==> src/rtl/pwm_mod_pkg.sv <==
// Package: shared types for the PWM bridge modulator.
// Assumes nothing beyond IEEE 1800-2017.
package pwm_mod_pkg;
    // Pair of complementary phases that feed the two output lanes.
    typedef struct packed {
        logic neg;
        logic pos;
    } phase_pair_t;

    localparam int unsigned LANES = 2;
endpackage

==> src/rtl/pwm_duty_clamp.sv <==
// Module: pwm_duty_clamp
// Combinational clamp that turns a raw level into a high time whose high
// and low phases are both at least min_i cycles long.
// Assumes MINP_W < LVL_W, so that the raise and lower rules cannot overlap.
module pwm_duty_clamp #(
    parameter int unsigned LVL_W  = 6,
    parameter int unsigned MINP_W = 5
) (
    input  logic [LVL_W-1:0]  raw_i,
    input  logic [MINP_W-1:0] min_i,
    output logic [LVL_W-1:0]  duty_o
);
    localparam int unsigned EXT_W  = LVL_W + 1;
    localparam int unsigned PERIOD = 1 << LVL_W;

    logic [EXT_W-1:0] raised;
    logic [EXT_W-1:0] low_time;
    logic [EXT_W-1:0] high_time;

    // Raise short high phases first, then cut back if the low phase got too short.
    always_comb begin
        raised    = (EXT_W'(raw_i) < EXT_W'(min_i)) ? EXT_W'(min_i) : EXT_W'(raw_i);
        low_time  = EXT_W'(PERIOD) - raised;
        high_time = (low_time < EXT_W'(min_i)) ? (EXT_W'(PERIOD) - EXT_W'(min_i)) : raised;
        duty_o    = high_time[LVL_W-1:0];
    end
endmodule

==> src/rtl/pwm_period_gen.sv <==
// Module: pwm_period_gen
// Period counter, pending-sample store, applied-duty register and the
// registered complementary phase pair. The applied duty changes only at
// the last count of a period. The clamp sits outside this module: nxt_o
// goes out and the clamped value comes back on duty_c_i.
// Assumes a synchronous active-low reset and en_i synchronous to clk_i.
module pwm_period_gen
    import pwm_mod_pkg::*;
#(
    parameter int unsigned LVL_W = 6
) (
    input  logic             clk_i,
    input  logic             rst_ni,
    input  logic             en_i,
    input  logic [LVL_W-1:0] smp_i,
    input  logic             smp_vld_i,
    output logic [LVL_W-1:0] nxt_o,
    input  logic [LVL_W-1:0] duty_c_i,
    output phase_pair_t      ph_o
);
    localparam logic [LVL_W-1:0] LAST = '1;

    logic [LVL_W-1:0] cnt_q;
    logic [LVL_W-1:0] pend_q;
    logic [LVL_W-1:0] duty_q;
    phase_pair_t      ph_q;
    logic             wrap;
    logic             high_now;

    assign wrap     = (cnt_q == LAST);
    assign high_now = (cnt_q < duty_q);
    assign nxt_o    = smp_vld_i ? smp_i : pend_q;
    assign ph_o     = ph_q;

    // Hold the most recent strobed sample until the boundary uses it.
    always_ff @(posedge clk_i) begin
        if (!rst_ni)        pend_q <= '0;
        else if (smp_vld_i) pend_q <= smp_i;
    end

    // Count master-clock cycles within the switching period.
    always_ff @(posedge clk_i) begin
        if (!rst_ni || !en_i) cnt_q <= '0;
        else                  cnt_q <= cnt_q + 1'b1;
    end

    // Apply the clamped level at the period boundary only.
    always_ff @(posedge clk_i) begin
        if (!rst_ni)            duty_q <= '0;
        else if (en_i && wrap)  duty_q <= duty_c_i;
    end

    // Register the left-aligned phase and its inverse; both low when idle.
    always_ff @(posedge clk_i) begin
        if (!rst_ni || !en_i) begin
            ph_q <= '0;
        end else begin
            ph_q.pos <= high_now;
            ph_q.neg <= !high_now;
        end
    end

    // counter rests at zero while disabled
    assert_cnt_idle_R9: assert property (@(posedge clk_i) disable iff (!rst_ni)
        !en_i |=> (cnt_q == '0));

    // applied duty only moves on an enabled boundary edge
    assert_duty_hold_R2: assert property (@(posedge clk_i) disable iff (!rst_ni)
        !(en_i && wrap) |=> $stable(duty_q));

    // phases are complementary while running
    assert_complement_R7: assert property (@(posedge clk_i) disable iff (!rst_ni)
        en_i |=> (ph_q.pos != ph_q.neg));
endmodule

==> src/rtl/pwm_tap_delay.sv <==
// Module: pwm_tap_delay
// Shift-register delay line with a selectable tap; setting 0 bypasses it.
// Depth is 2**DLY_W - 1 stages. clr_i empties the history synchronously.
// Assumes DLY_W >= 2.
module pwm_tap_delay #(
    parameter int unsigned DLY_W = 5
) (
    input  logic             clk_i,
    input  logic             rst_ni,
    input  logic             clr_i,
    input  logic             d_i,
    input  logic [DLY_W-1:0] dly_i,
    output logic             q_o
);
    localparam int unsigned DEPTH = (1 << DLY_W) - 1;

    logic [DEPTH-1:0] sr_q;
    logic [DLY_W-1:0] tap;

    assign tap = dly_i - 1'b1;
    assign q_o = (dly_i == '0) ? d_i : sr_q[tap];

    // Shift the phase history by one stage per cycle.
    always_ff @(posedge clk_i) begin
        if (!rst_ni || clr_i) sr_q <= '0;
        else                  sr_q <= {sr_q[DEPTH-2:0], d_i};
    end

    // a one-cycle setting repeats the previous input
    assert_one_cycle_R8: assert property (@(posedge clk_i) disable iff (!rst_ni)
        (!clr_i && dly_i == DLY_W'(1) && $past(rst_ni && !clr_i)) |-> (q_o == $past(d_i)));

    // a cleared line emits zero from any nonzero tap
    assert_clear_R9: assert property (@(posedge clk_i) disable iff (!rst_ni)
        clr_i |=> ((dly_i == '0) || (q_o == 1'b0)));
endmodule

==> src/rtl/pwm_bridge_mod.sv <==
// Module: pwm_bridge_mod (top)
// One-channel PWM modulator: period generator, minimum-pulse clamp and one
// delay lane per differential output.
// Assumes MINP_W < LVL_W and all inputs synchronous to clk_i.
module pwm_bridge_mod
    import pwm_mod_pkg::*;
#(
    parameter int unsigned LVL_W  = 6,
    parameter int unsigned MINP_W = 5,
    parameter int unsigned DLY_W  = 5
) (
    input  logic              clk_i,
    input  logic              rst_ni,
    input  logic              en_i,
    input  logic [LVL_W-1:0]  smp_i,
    input  logic              smp_vld_i,
    input  logic [MINP_W-1:0] min_pulse_i,
    input  logic [DLY_W-1:0]  dly_pos_i,
    input  logic [DLY_W-1:0]  dly_neg_i,
    output logic              out_pos_o,
    output logic              out_neg_o
);
    localparam int unsigned EXT_W  = LVL_W + 1;
    localparam int unsigned PERIOD = 1 << LVL_W;

    logic [LVL_W-1:0] nxt_lvl;
    logic [LVL_W-1:0] duty_c;
    phase_pair_t      ph;
    logic             lane_in  [LANES];
    logic             lane_out [LANES];
    logic [DLY_W-1:0] lane_dly [LANES];

    pwm_period_gen #(.LVL_W(LVL_W)) i_gen (
        .clk_i     (clk_i),
        .rst_ni    (rst_ni),
        .en_i      (en_i),
        .smp_i     (smp_i),
        .smp_vld_i (smp_vld_i),
        .nxt_o     (nxt_lvl),
        .duty_c_i  (duty_c),
        .ph_o      (ph)
    );

    pwm_duty_clamp #(.LVL_W(LVL_W), .MINP_W(MINP_W)) i_clamp (
        .raw_i  (nxt_lvl),
        .min_i  (min_pulse_i),
        .duty_o (duty_c)
    );

    // Route phase and delay setting to each lane.
    assign lane_in[0]  = ph.pos;
    assign lane_in[1]  = ph.neg;
    assign lane_dly[0] = dly_pos_i;
    assign lane_dly[1] = dly_neg_i;

    for (genvar g = 0; g < LANES; g++) begin : g_lane
        pwm_tap_delay #(.DLY_W(DLY_W)) i_dly (
            .clk_i  (clk_i),
            .rst_ni (rst_ni),
            .clr_i  (!en_i),
            .d_i    (lane_in[g]),
            .dly_i  (lane_dly[g]),
            .q_o    (lane_out[g])
        );
    end

    assign out_pos_o = lane_out[0];
    assign out_neg_o = lane_out[1];

    // clamp never hands on a high phase shorter than the minimum
    assert_min_high_R3: assert property (@(posedge clk_i) disable iff (!rst_ni)
        EXT_W'(duty_c) >= EXT_W'(min_pulse_i));

    // clamp never leaves a low phase shorter than the minimum
    assert_min_low_R4: assert property (@(posedge clk_i) disable iff (!rst_ni)
        (EXT_W'(PERIOD) - EXT_W'(duty_c)) >= EXT_W'(min_pulse_i));

    // outputs low one edge after enable is sampled low
    assert_idle_low_R9: assert property (@(posedge clk_i) disable iff (!rst_ni)
        !en_i |=> (!out_pos_o && !out_neg_o));
endmodule

==> config.mk <==
export PLATFORM = sky130hd
export DESIGN_NAME = pwm_bridge_mod
export DESIGN_NICKNAME = d
export VERILOG_FILES = /design/src/rtl/pwm_mod_pkg.sv /design/src/rtl/pwm_duty_clamp.sv /design/src/rtl/pwm_period_gen.sv /design/src/rtl/pwm_tap_delay.sv /design/src/rtl/pwm_bridge_mod.sv
export SDC_FILE = /design/constraint.sdc
export NUM_CORES = 1
export LEC_CHECK = 0
export ABC_AREA = 1
export CAP_MARGIN = 40
export CORE_MARGIN = 2
export CORE_UTILIZATION = 55
export CTS_CLUSTER_DIAMETER = 200
export DETAILED_ROUTE_END_ITERATION = 10
export PLACE_DENSITY = 0.78
export SYNTH_ARGS = -nofsm -noshare
export SYNTH_HDL_FRONTEND = slang
export SYNTH_SLANG_ARGS = --single-unit
==> constraint.sdc <==
create_clock -name clk_i -period 11.15 [get_ports clk_i]
set_clock_uncertainty 0.15 [all_clocks]
set_input_delay 2.23 -clock clk_i [delete_from_list [all_inputs] [get_ports clk_i]]
set_output_delay 2.23 -clock clk_i [all_outputs]
set_load 0.03 [all_outputs]
* After elaboration in Yosys (flattened, before gate mapping)
Cells that the tools add are included.
** Operators by class
- Add/sub/neg operators :: 5
- Multipliers :: 0
- Div/mod/pow operators :: 0
- Order comparisons :: 5
- Eq/ne operators :: 1
- Shifts and indexed selects :: 0
- Multiplexer cells :: 9
- Bitwise operators :: 0
- Reduce and logical (&&, ||, !) cells :: 7
** Operator list (count)
- 6-bit 2-to-1 mux :: 3
- 5-bit by 6-bit less-than comparator with 1-bit output, second input constant :: 2
- 1-bit binary-select mux with 5-bit select :: 2
- 5-bit zero test :: 2
- 5-bit by 1-bit subtractor with 5-bit output, second input constant :: 2
- 7-bit by 5-bit less-than comparator with 1-bit output :: 1
- 7-bit subtractor, first input constant :: 1
- 6-bit by 1-bit adder with 6-bit output, second input constant :: 1
- 6-bit == test, second input constant :: 1
- 6-bit by 5-bit less-than comparator with 1-bit output :: 1
- 6-bit less-than comparator :: 1
- 1-bit by 5-bit subtractor with 6-bit output, first input constant :: 1
- 1-bit 2-to-1 mux :: 4
- 1-bit zero test :: 3
- 1-bit logical AND :: 1
- 1-bit logical OR :: 1
** Storage, ports and cells
- Register bits :: 82
- Bits in latches :: 0
- Bits in writable memories :: 0
- Memory bits (read-only) :: 0
- Input port bits :: 25
- Output and inout port bits :: 2
- Word-level logic and storage cells :: 34
- Memories :: 0

* Longest topological paths before layout
Gate-level depths: netlist of run 1.
- Depth after elaboration :: 6
- Mapped depth :: 23
- Depth with buffers taken out :: 23

* By module
A second synthesis of run 1 with hierarchy kept.
** Second synthesis, totals
- Cell total of the unflattened synthesis :: 595
- Area total of the unflattened synthesis :: 4132.7 µm²
** Modules (own cells, without submodules)
- pwm_tap_delay :: times used 2, cells each 186, area each 1332.5 µm², sequential area each 620.6 µm²
- pwm_period_gen :: times used 1, cells each 124, area each 898.4 µm², sequential area each 400.4 µm²
- pwm_duty_clamp :: times used 1, cells each 98, area each 565.5 µm², sequential area each 0.0 µm²
- pwm_bridge_mod :: times used 1, cells each 1, area each 3.8 µm², sequential area each 0.0 µm²

* Worst setup path before layout of run 1
Ideal clock, no wire load.
- Kind :: input to output
- Start point :: in dly_neg_i[0]
- End point :: out out_neg_o
- Arrival :: 4326 ps
- Data required time :: 8770 ps
- Slack :: 4444 ps
- Stages on the path :: 12
- Path buffers :: 3
- Cell sequence :: clkbuf_1 -> inv_1 -> clkbuf_1 -> ha_1 -> clkbuf_1 -> inv_1 -> a21oi_1 -> o21ai_0 -> nand3_1 -> o211ai_1 -> a211oi_1 -> a211o_1
** On the way
- Cells in the longest elaborated chain, start to end :: 4
- Elaborated cells between the ends (all ways) :: 5
- Those cells by class :: 1 x add/sub; 3 x mux; 1 x reduce/logical
** Ends and longest elaborated chain
- from (decl) :: RTL line pwm_bridge_mod.sv:19 : input logic [DLY_W-1:0] dly_neg_i,
- 5-bit by 1-bit subtractor with 5-bit output :: RTL line pwm_tap_delay.sv:20 : assign tap = dly_i - 1'b1;
- 1-bit binary-select mux with 5-bit select :: RTL line pwm_tap_delay.sv:21 : assign q_o = (dly_i == '0) ? d_i : sr_q[tap];
- 1-bit 2-to-1 mux (implied by the code) :: RTL line pwm_tap_delay.sv:21
- 1-bit 2-to-1 mux * :: RTL line pwm_tap_delay.sv:21
- to (decl) :: RTL line pwm_bridge_mod.sv:21 : output logic out_neg_o
Mark *: on every way between the ends. The rest lies on a longest branch, timed or not. The select of a mux whose other input is x is not followed.

* Worst setup path in the final report of run 1
- Start point :: in dly_pos_i[0]
- End point :: out out_pos_o
** On the way
- Cells in the longest elaborated chain, start to end :: 4
- Elaborated cells between the ends (all ways) :: 5
- Those cells by class :: 1 x add/sub; 3 x mux; 1 x reduce/logical
** Ends and longest elaborated chain
- from (decl) :: RTL line pwm_bridge_mod.sv:18 : input logic [DLY_W-1:0] dly_pos_i,
- 5-bit by 1-bit subtractor with 5-bit output :: RTL line pwm_tap_delay.sv:20
- 1-bit binary-select mux with 5-bit select :: RTL line pwm_tap_delay.sv:21
- 1-bit 2-to-1 mux (implied by the code) :: RTL line pwm_tap_delay.sv:21
- 1-bit 2-to-1 mux * :: RTL line pwm_tap_delay.sv:21
- to (decl) :: RTL line pwm_bridge_mod.sv:20 : output logic out_pos_o,
Marked as above.

==> results.md, run 1 <==
- Status: finished clean
- ANT nets after route: 0
- Power, Total: 0.000638 W
- Number of global-route vias before repair: 2929
- Critical Path Start: dly_pos_i[0]
- Post-cts sizing count: 0
- Worst-Skew Late Latency: 0.35 ns
- Worst-margin pin slew: 0.648 ns
- Clock root cell: clkbuf_8
- Pin count of the biggest net entering global routing: 70
- Drt first pass iters: 4
- DRT iter0 DRCs: 145
- HP Class: flop to flop
- Worst relative slew slack: 56.8%
- CTS tree: done
- Max-Cap Viols: 0
- Max Root-Sink Buffers: 2
- Crit end category: output port
- Die W: 87.8 um
- CTS H-tree lvls: 3
- Setup TNS Final: 0 ns
- Commonest non-fill, non-tap cell in the layout: inv_1
- Inserted Clock Buffers: 9
- Total GRT Usage: 20.1%
- Post-Synthesis Cells: 516
- Achievable clock frequency: 123 MHz
- Clock Sinks: 82
- Post-CTS Hold Buffers: 0
- # setup viols final: 0
- Placer congestion estimate: 0.929
- CP Class: primary input to output port
- Yosys reg bits: 82
- Yosys warning total: 0
- DIE AREA: 0.00771 mm2
- Diode count: 0
- Unique masters post-synth: 35
- Setup WS pre-CTS: 3.13 ns
- Syn Std Cell Area: 0.00386 mm2
- Setup WS post-layout: 3.05 ns
- R2R Path Start: i_gen.pend_q[4]
- Start point of the worst min-delay path: g_lane[0].i_dly.sr_q[8]
- VDD IR max: 93.5 uV
- Clock slew at reported path FFs: 0.08 ns
- GR Overflow Total: 0
- Fraction of layout cells with a size suffix above 1: 9.02%
- Initial antenna violation count: 0
- Crit start category: primary input
- First-pass GRT wire length: 12400 um
- Post-synth top area share: 42.5%
- Setup bufs post-CTS: 0
- Via count: 3163
- Fill cell count: 585
- Seq. cell area: 0.00164 mm2
- PortBufs: 26
- Final Critical Period: 8.10 ns
- Top cells by area, synth: dfxtp_1 43%, inv_1 9.5%, nor2_1 8.3%, ha_1 5.8%, a21oi_1 5.1%
- Hold Violations, Final: 0
- Core Footprint: 0.00679 mm2
- Multi-input logic area: 0.00179 mm2
- Final nets: 581
- Slew Viols, Final: 0
- Worst endpoint data arrival time: 5.72 ns
- # IOs: 27
- Avg Cell Area, Syn: 7.49 um2
- WP data required: 8.77 ns
- Area delta synth->final: 14.4%
- DRT Wirelength: 7170 um
- DRC: 0
- Maximum fanout along the worst path: 18
- Starting Density: 56.9%
- Most frequent cells in the layout: 98 x inv_1, 85 x nor2_1, 82 x dfxtp_1
- Fin crit share: 72.7%
- Net Count, Synth: 559
- Drt wl/cell: 11.2 um
- HPWL Detailed: 5190 um
- RSZ-0062 raised after global routing: no
- Leakage power: 1.74 nW
- DIE HEIGHT: 87.8 um
- Cell Rows: 30
- Area leader, netlist: dfxtp_1
- Pwr dens: 144 mW/mm2
- Register area share after synthesis: 42.5%
- Vias per cell: 4.95
logic make-up (layout without fill, tap and decap cells):
logic type,Yosys count,count (layout),share of synthesized area (%)
buffers and inverters,116,143,11.3
adder cells (fa/ha/maj),18,18,5.83
AND/OR/NAND/NOR,189,189,23.2
flip-flops,82,82,42.5
XOR/XNOR,8,8,1.81
AO/OA/AOI/OAI,103,103,15.4
cell usage after synthesis (all sizes together):
cell	count
inv	100
nor2	88
dfxtp	82
nand2	52
a21oi	40
o21ai	40
nand3	35
ha	18
clkbuf	15
o211ai	11
xor2	8
a21boi	5
or2	5
a211o	2
a211oi	2
a31oi	2
and2	2
and3	2
nand4	2
nor3b	2
buf	1
nor3	1
o21a	1
path summary, 6_finish.rpt:
path / end / slack, ns / cells past startpoint
min reg2reg: g_lane[0].i_dly.sr_q[9] / 0.28 / 2
max reg2reg: i_gen.duty_q[1] / 7.34 / 21
max: out_pos_o / 3.05 / 11
min: g_lane[0].i_dly.sr_q[9] / 0.28 / 2
stage by stage:
stage | hold WS [ns] | util [%] | cells | instance area [um2]
2_1_floorplan | 0.255 | - | 516 | 3860
3_3_place_gp | 0.263 | 61.7 | 623 | 4190
3_5_place_dp | 0.264 | 61.7 | 623 | 4190
4_1_cts | 0.277 | 65.0 | 639 | 4420
5_1_grt | 0.288 | 65.0 | 639 | 4420
6_report | 0.276 | 65.0 | 639 | 4420
final cells by class:
cell class	count	share of cell area (%)
clock buffers	9	2.80
clock inverters	7	2.29
inverters	100	8.50
multi-input cells	318	40.5
flip-flops and latches	82	37.2
well taps	96	2.72
repair buffers	27	6.06
registers in the layout, summed over array words and instances (netlist names):
| name | cells |
|---|---|
| g_lane.i_dly.sr_q | 62 |
| i_gen.duty_q | 6 |
| i_gen.ph_o | 2 |
| i_gen.pend_q | 6 |
| i_gen.cnt_q | 6 |
per-layer routing:
| layer | track usage (%) | part of all wire [%] | vias up |
|---|---|---|---|
| li1 | - | - | 1677 |
| met1 | 25.0 | 46 | 1423 |
| met2 | 34.6 | 49 | 55 |
| met3 | 5.94 | 4.1 | 8 |
| met4 | 4.48 | 0.93 | 0 |
| met5 | 0 | 0 | - |
worst max-delay path: stages:
cell and delay, ns:
clkdlybuf4s50_1 0.81, inv_1 0.36, ha_1 0.58, inv_1 0.20
a21oi_1 0.18, o21ai_0 0.10, nand2_1 0.10, o211ai_1 0.10
a211oi_1 0.26, a211o_1 0.13, clkdlybuf4s50_1 0.66
report_power, final:
part           switching, W  leakage, nW  total, W  internal [W]
registers       0.000000962        0.662  0.000296      0.000295
logic             0.0000642        0.968  0.000106     0.0000420
clock network      0.000108        0.112  0.000236      0.000128
total              0.000173         1.74  0.000638      0.000465
No activity file was read; power rests on OpenSTA's default activity.
==> run 2, diff against run 1 <==
--- a/config.mk
+++ b/config.mk
@@ -8,10 +8,10 @@
 export ABC_AREA = 1
 export CAP_MARGIN = 40
 export CORE_MARGIN = 2
-export CORE_UTILIZATION = 55
+export CORE_UTILIZATION = 53
 export CTS_CLUSTER_DIAMETER = 200
 export DETAILED_ROUTE_END_ITERATION = 10
-export PLACE_DENSITY = 0.78
+export PLACE_DENSITY = 0.79
 export SYNTH_ARGS = -nofsm -noshare
 export SYNTH_HDL_FRONTEND = slang
 export SYNTH_SLANG_ARGS = --single-unit
==> constraint.sdc (replaced) <==
create_clock -name clk_i -period 7.12 [get_ports clk_i]
set_clock_uncertainty 0.15 [all_clocks]
set_input_delay 1.424 -clock clk_i [delete_from_list [all_inputs] [get_ports clk_i]]
set_output_delay 1.424 -clock clk_i [all_outputs]
set_load 0.03 [all_outputs]
==> results.md, run 2 (synthesis results as in run 1) <==
- Starting Density: 54.1% (-2.7 points)
- Clock Sinks: 82 (unchanged)
- Setup WS pre-CTS: 0.711 ns (-2.42 ns)
- HPWL Detailed: 5140 um (-1.1%)
- Clock slew at reported path FFs: 0.08 ns (about the same)
- Switching share of total power: 27.1% (-0.044 points)
- Worst endpoint data arrival time: 4.84 ns (-0.88 ns)
- Setup WS post-layout: 0.710 ns (-2.34 ns)
- Pwr dens: 229 mW/mm2 (+58%)
- ANT nets after route: 0 (unchanged)
- Leakage power: 1.75 nW (+0.21%)
- Drt first pass iters: 5 (+1)
- Final Core Density: 62.1% (-2.9 points)
- Achievable clock frequency: 156 MHz
- Core Footprint: 0.00714 mm2 (+5.0%)
- Net Switching: 0.000275 W (+59%)
- Via count: 3152 (-0.35%)
- CTS H-tree lvls: 3 (unchanged)
- Start point of the worst min-delay path: g_lane[1].i_dly.sr_q[11]
- Maximum fanout along the worst path: 18 (unchanged)
- Commonest non-fill, non-tap cell in the layout: inv_1
- DIE AREA: 0.00799 mm2 (+3.6%)
- CTS tree: done
- WP data required: 5.55 ns (-3.22 ns)
- Post-cts sizing count: 0 (unchanged)
- Max-Cap Viols: 0 (unchanged)
- DRT iter0 DRCs: 132 (-9.0%)
- Worst relative slew slack: 60.5% (+3.7 points)
- Pin count of the biggest net entering global routing: 66 (-5.7%)
- Worst-margin pin slew: 0.592 ns (-0.0556 ns)
- CP Class: primary input to output port
- Slew Viols, Final: 0 (unchanged)
- Crit start category: primary input
- Setup TNS Final: 0 ns (unchanged)
- P_int: 0.000739 W (+59%)
- GR Overflow Total: 0 (unchanged)
- Most frequent cells in the layout: 98 x inv_1, 85 x nor2_1, 82 x dfxtp_1
- Placer congestion estimate: 0.916 (-1.3%)
- Total GRT Usage: 19.5% (-0.62 points)
- Final nets: 581 (unchanged)
- Fill cell count: 653 (+12%)
- Max reg flops: 62 (unchanged)
- Final Critical Period: 6.41 ns
- DRT Wirelength: 7030 um (-2.0%)
- Setup bufs post-CTS: 0 (unchanged)
- Seq. cell area: 0.00164 mm2 (unchanged)
- Flop2flop setup slack: 3.19 ns (-4.15 ns)
- Diode count: 0 (unchanged)
- Area delta synth->final: 14.7%
- Power, Total: 0.00101 W (+59%)
- Comb pwr share: 16.3% (-0.3 points)
- Vias per cell: 4.91 (-0.81%)
- Worst-Skew Late Latency: 0.36 ns (about the same)
- Multi-input logic area: 0.00179 mm2 (unchanged)
- RSZ-0062 raised after global routing: no
- Sequential power share: 45.7% (-0.6 points)
- Die W: 89.4 um (+1.8%)
- DRC: 0 (unchanged)
- Crit end category: output port
- Max Root-Sink Buffers: 2 (unchanged)
- Initial antenna violation count: 0 (unchanged)
- Number of global-route vias before repair: 2899 (-1.0%)
- Clock share of power: 38.1% (+1.1 points)
- R2R Path Start: i_gen.pend_q[4]
- First-pass GRT wire length: 12100 um (-2.4%)
- VDD IR max: 114 uV (+22%)
- # IOs: 27 (unchanged)
- DIE HEIGHT: 89.4 um (+1.8%)
- Post-CTS Hold Buffers: 0 (unchanged)
- Hold path depth: 2 (unchanged)
- Worst r2r dst: i_gen.duty_q[0]
- Fraction of layout cells with a size suffix above 1: 9.02% (unchanged)
- PortBufs: 26 (unchanged)
- Hold Violations, Final: 0 (unchanged)
- Cell Rows: 31 (+3.3%)
- Worst reg-to-reg path cell count: 20 (-4.8%)
- Largest reg by FF count: g_lane.i_dly.sr_q
- HP Class: flop to flop
- Inserted Clock Buffers: 9 (unchanged)
- Min-Delay Endpoint: g_lane[1].i_dly.sr_q[12]
- Drt wl/cell: 11.0 um (-2.4%)
- Fin crit share: 90.0%
- Status: finished clean
- # setup viols final: 0 (unchanged)
- Clock root cell: clkbuf_8
- Critical Path Start: dly_pos_i[0]
[run 2: cell types whose count changed in the layout (fill, tap and decap cells not counted), sizes merged]
| cell | previous run | this run |
|---|---|---|
| clkinv | 2 | 0 |
| inv | 102 | 103 |
| clkbuf | 9 | 10 |
[run 2: routing by layer]
| layer | vias up | track usage, % | wire length (um) |
|---|---|---|---|
| met5 | - | 0 | 0 |
| met4 | 0 | 8.82 | 103 |
| met3 | 12 | 4.89 | 228 |
| met2 | 44 | 31.5 | 3240 |
| met1 | 1417 | 24.6 | 3460 |
| li1 | 1679 | - | - |
[run 2: worst max-delay path by stage]
stage               cells after the start        end  slack (ns)
floorplan                              12  out_neg_o        2.03
global placement                       11  out_pos_o        0.82
detailed placement                     11  out_pos_o        0.71
CTS                                    11  out_pos_o        0.71
global route                           11  out_pos_o        0.32
finish                                 11  out_pos_o        0.71
[run 2: power groups by stage]
stage / Combinational, W / Clock, W / Sequential, W
6_report: 0.000165 / 0.000386 / 0.000463
5_1_grt: 0.000185 / 0.000418 / 0.000464
4_1_cts: 0.000165 / 0.000396 / 0.000463
3_5_place_dp: 0.000164 / 0 / 0.000474
3_3_place_gp: 0.000159 / 0 / 0.000474
2_1_floorplan: 0.000124 / 0 / 0.000473
[run 2: final cells by class]
class                      instances  share of cell area, %
multi-input combinational        318                   40.4
sequential                        82                   37.1
clock buffer                      10                   3.11
tap                               99                   2.80
inverter                         100                   8.47
clock inverter                     6                   2.17
timing repair buffer              27                   6.04
[run 2: critical path, stage by stage]
cell	delay, ns
clkdlybuf4s50_1	0.81
inv_1	0.35
ha_1	0.57
inv_1	0.20
a21oi_1	0.14
o21ai_0	0.09
nand3_1	0.09
o211ai_1	0.09
a211oi_1	0.27
a211o_1	0.14
clkdlybuf4s50_1	0.66
[run 2: through the flow]
stage                     instance area (um2)  std cells  hold WS, ns
after floorplan                          3860        516        0.255
after global placement                   4200        626        0.263
after detailed placement                 4200        626        0.266
after CTS                                4430        642        0.278
after global routing                     4430        642        0.293
final                                    4430        642        0.277
==> run 3, diff against run 2 <==
--- a/config.mk
+++ b/config.mk
@@ -12,6 +12,7 @@
 export CTS_CLUSTER_DIAMETER = 200
 export DETAILED_ROUTE_END_ITERATION = 10
 export PLACE_DENSITY = 0.79
+export SKIP_LAST_GASP = 1
 export SYNTH_ARGS = -nofsm -noshare
 export SYNTH_HDL_FRONTEND = slang
 export SYNTH_SLANG_ARGS = --single-unit
==> results of run 3 <==
No change in the layout: final DEF, timing and power equal those of run 2.
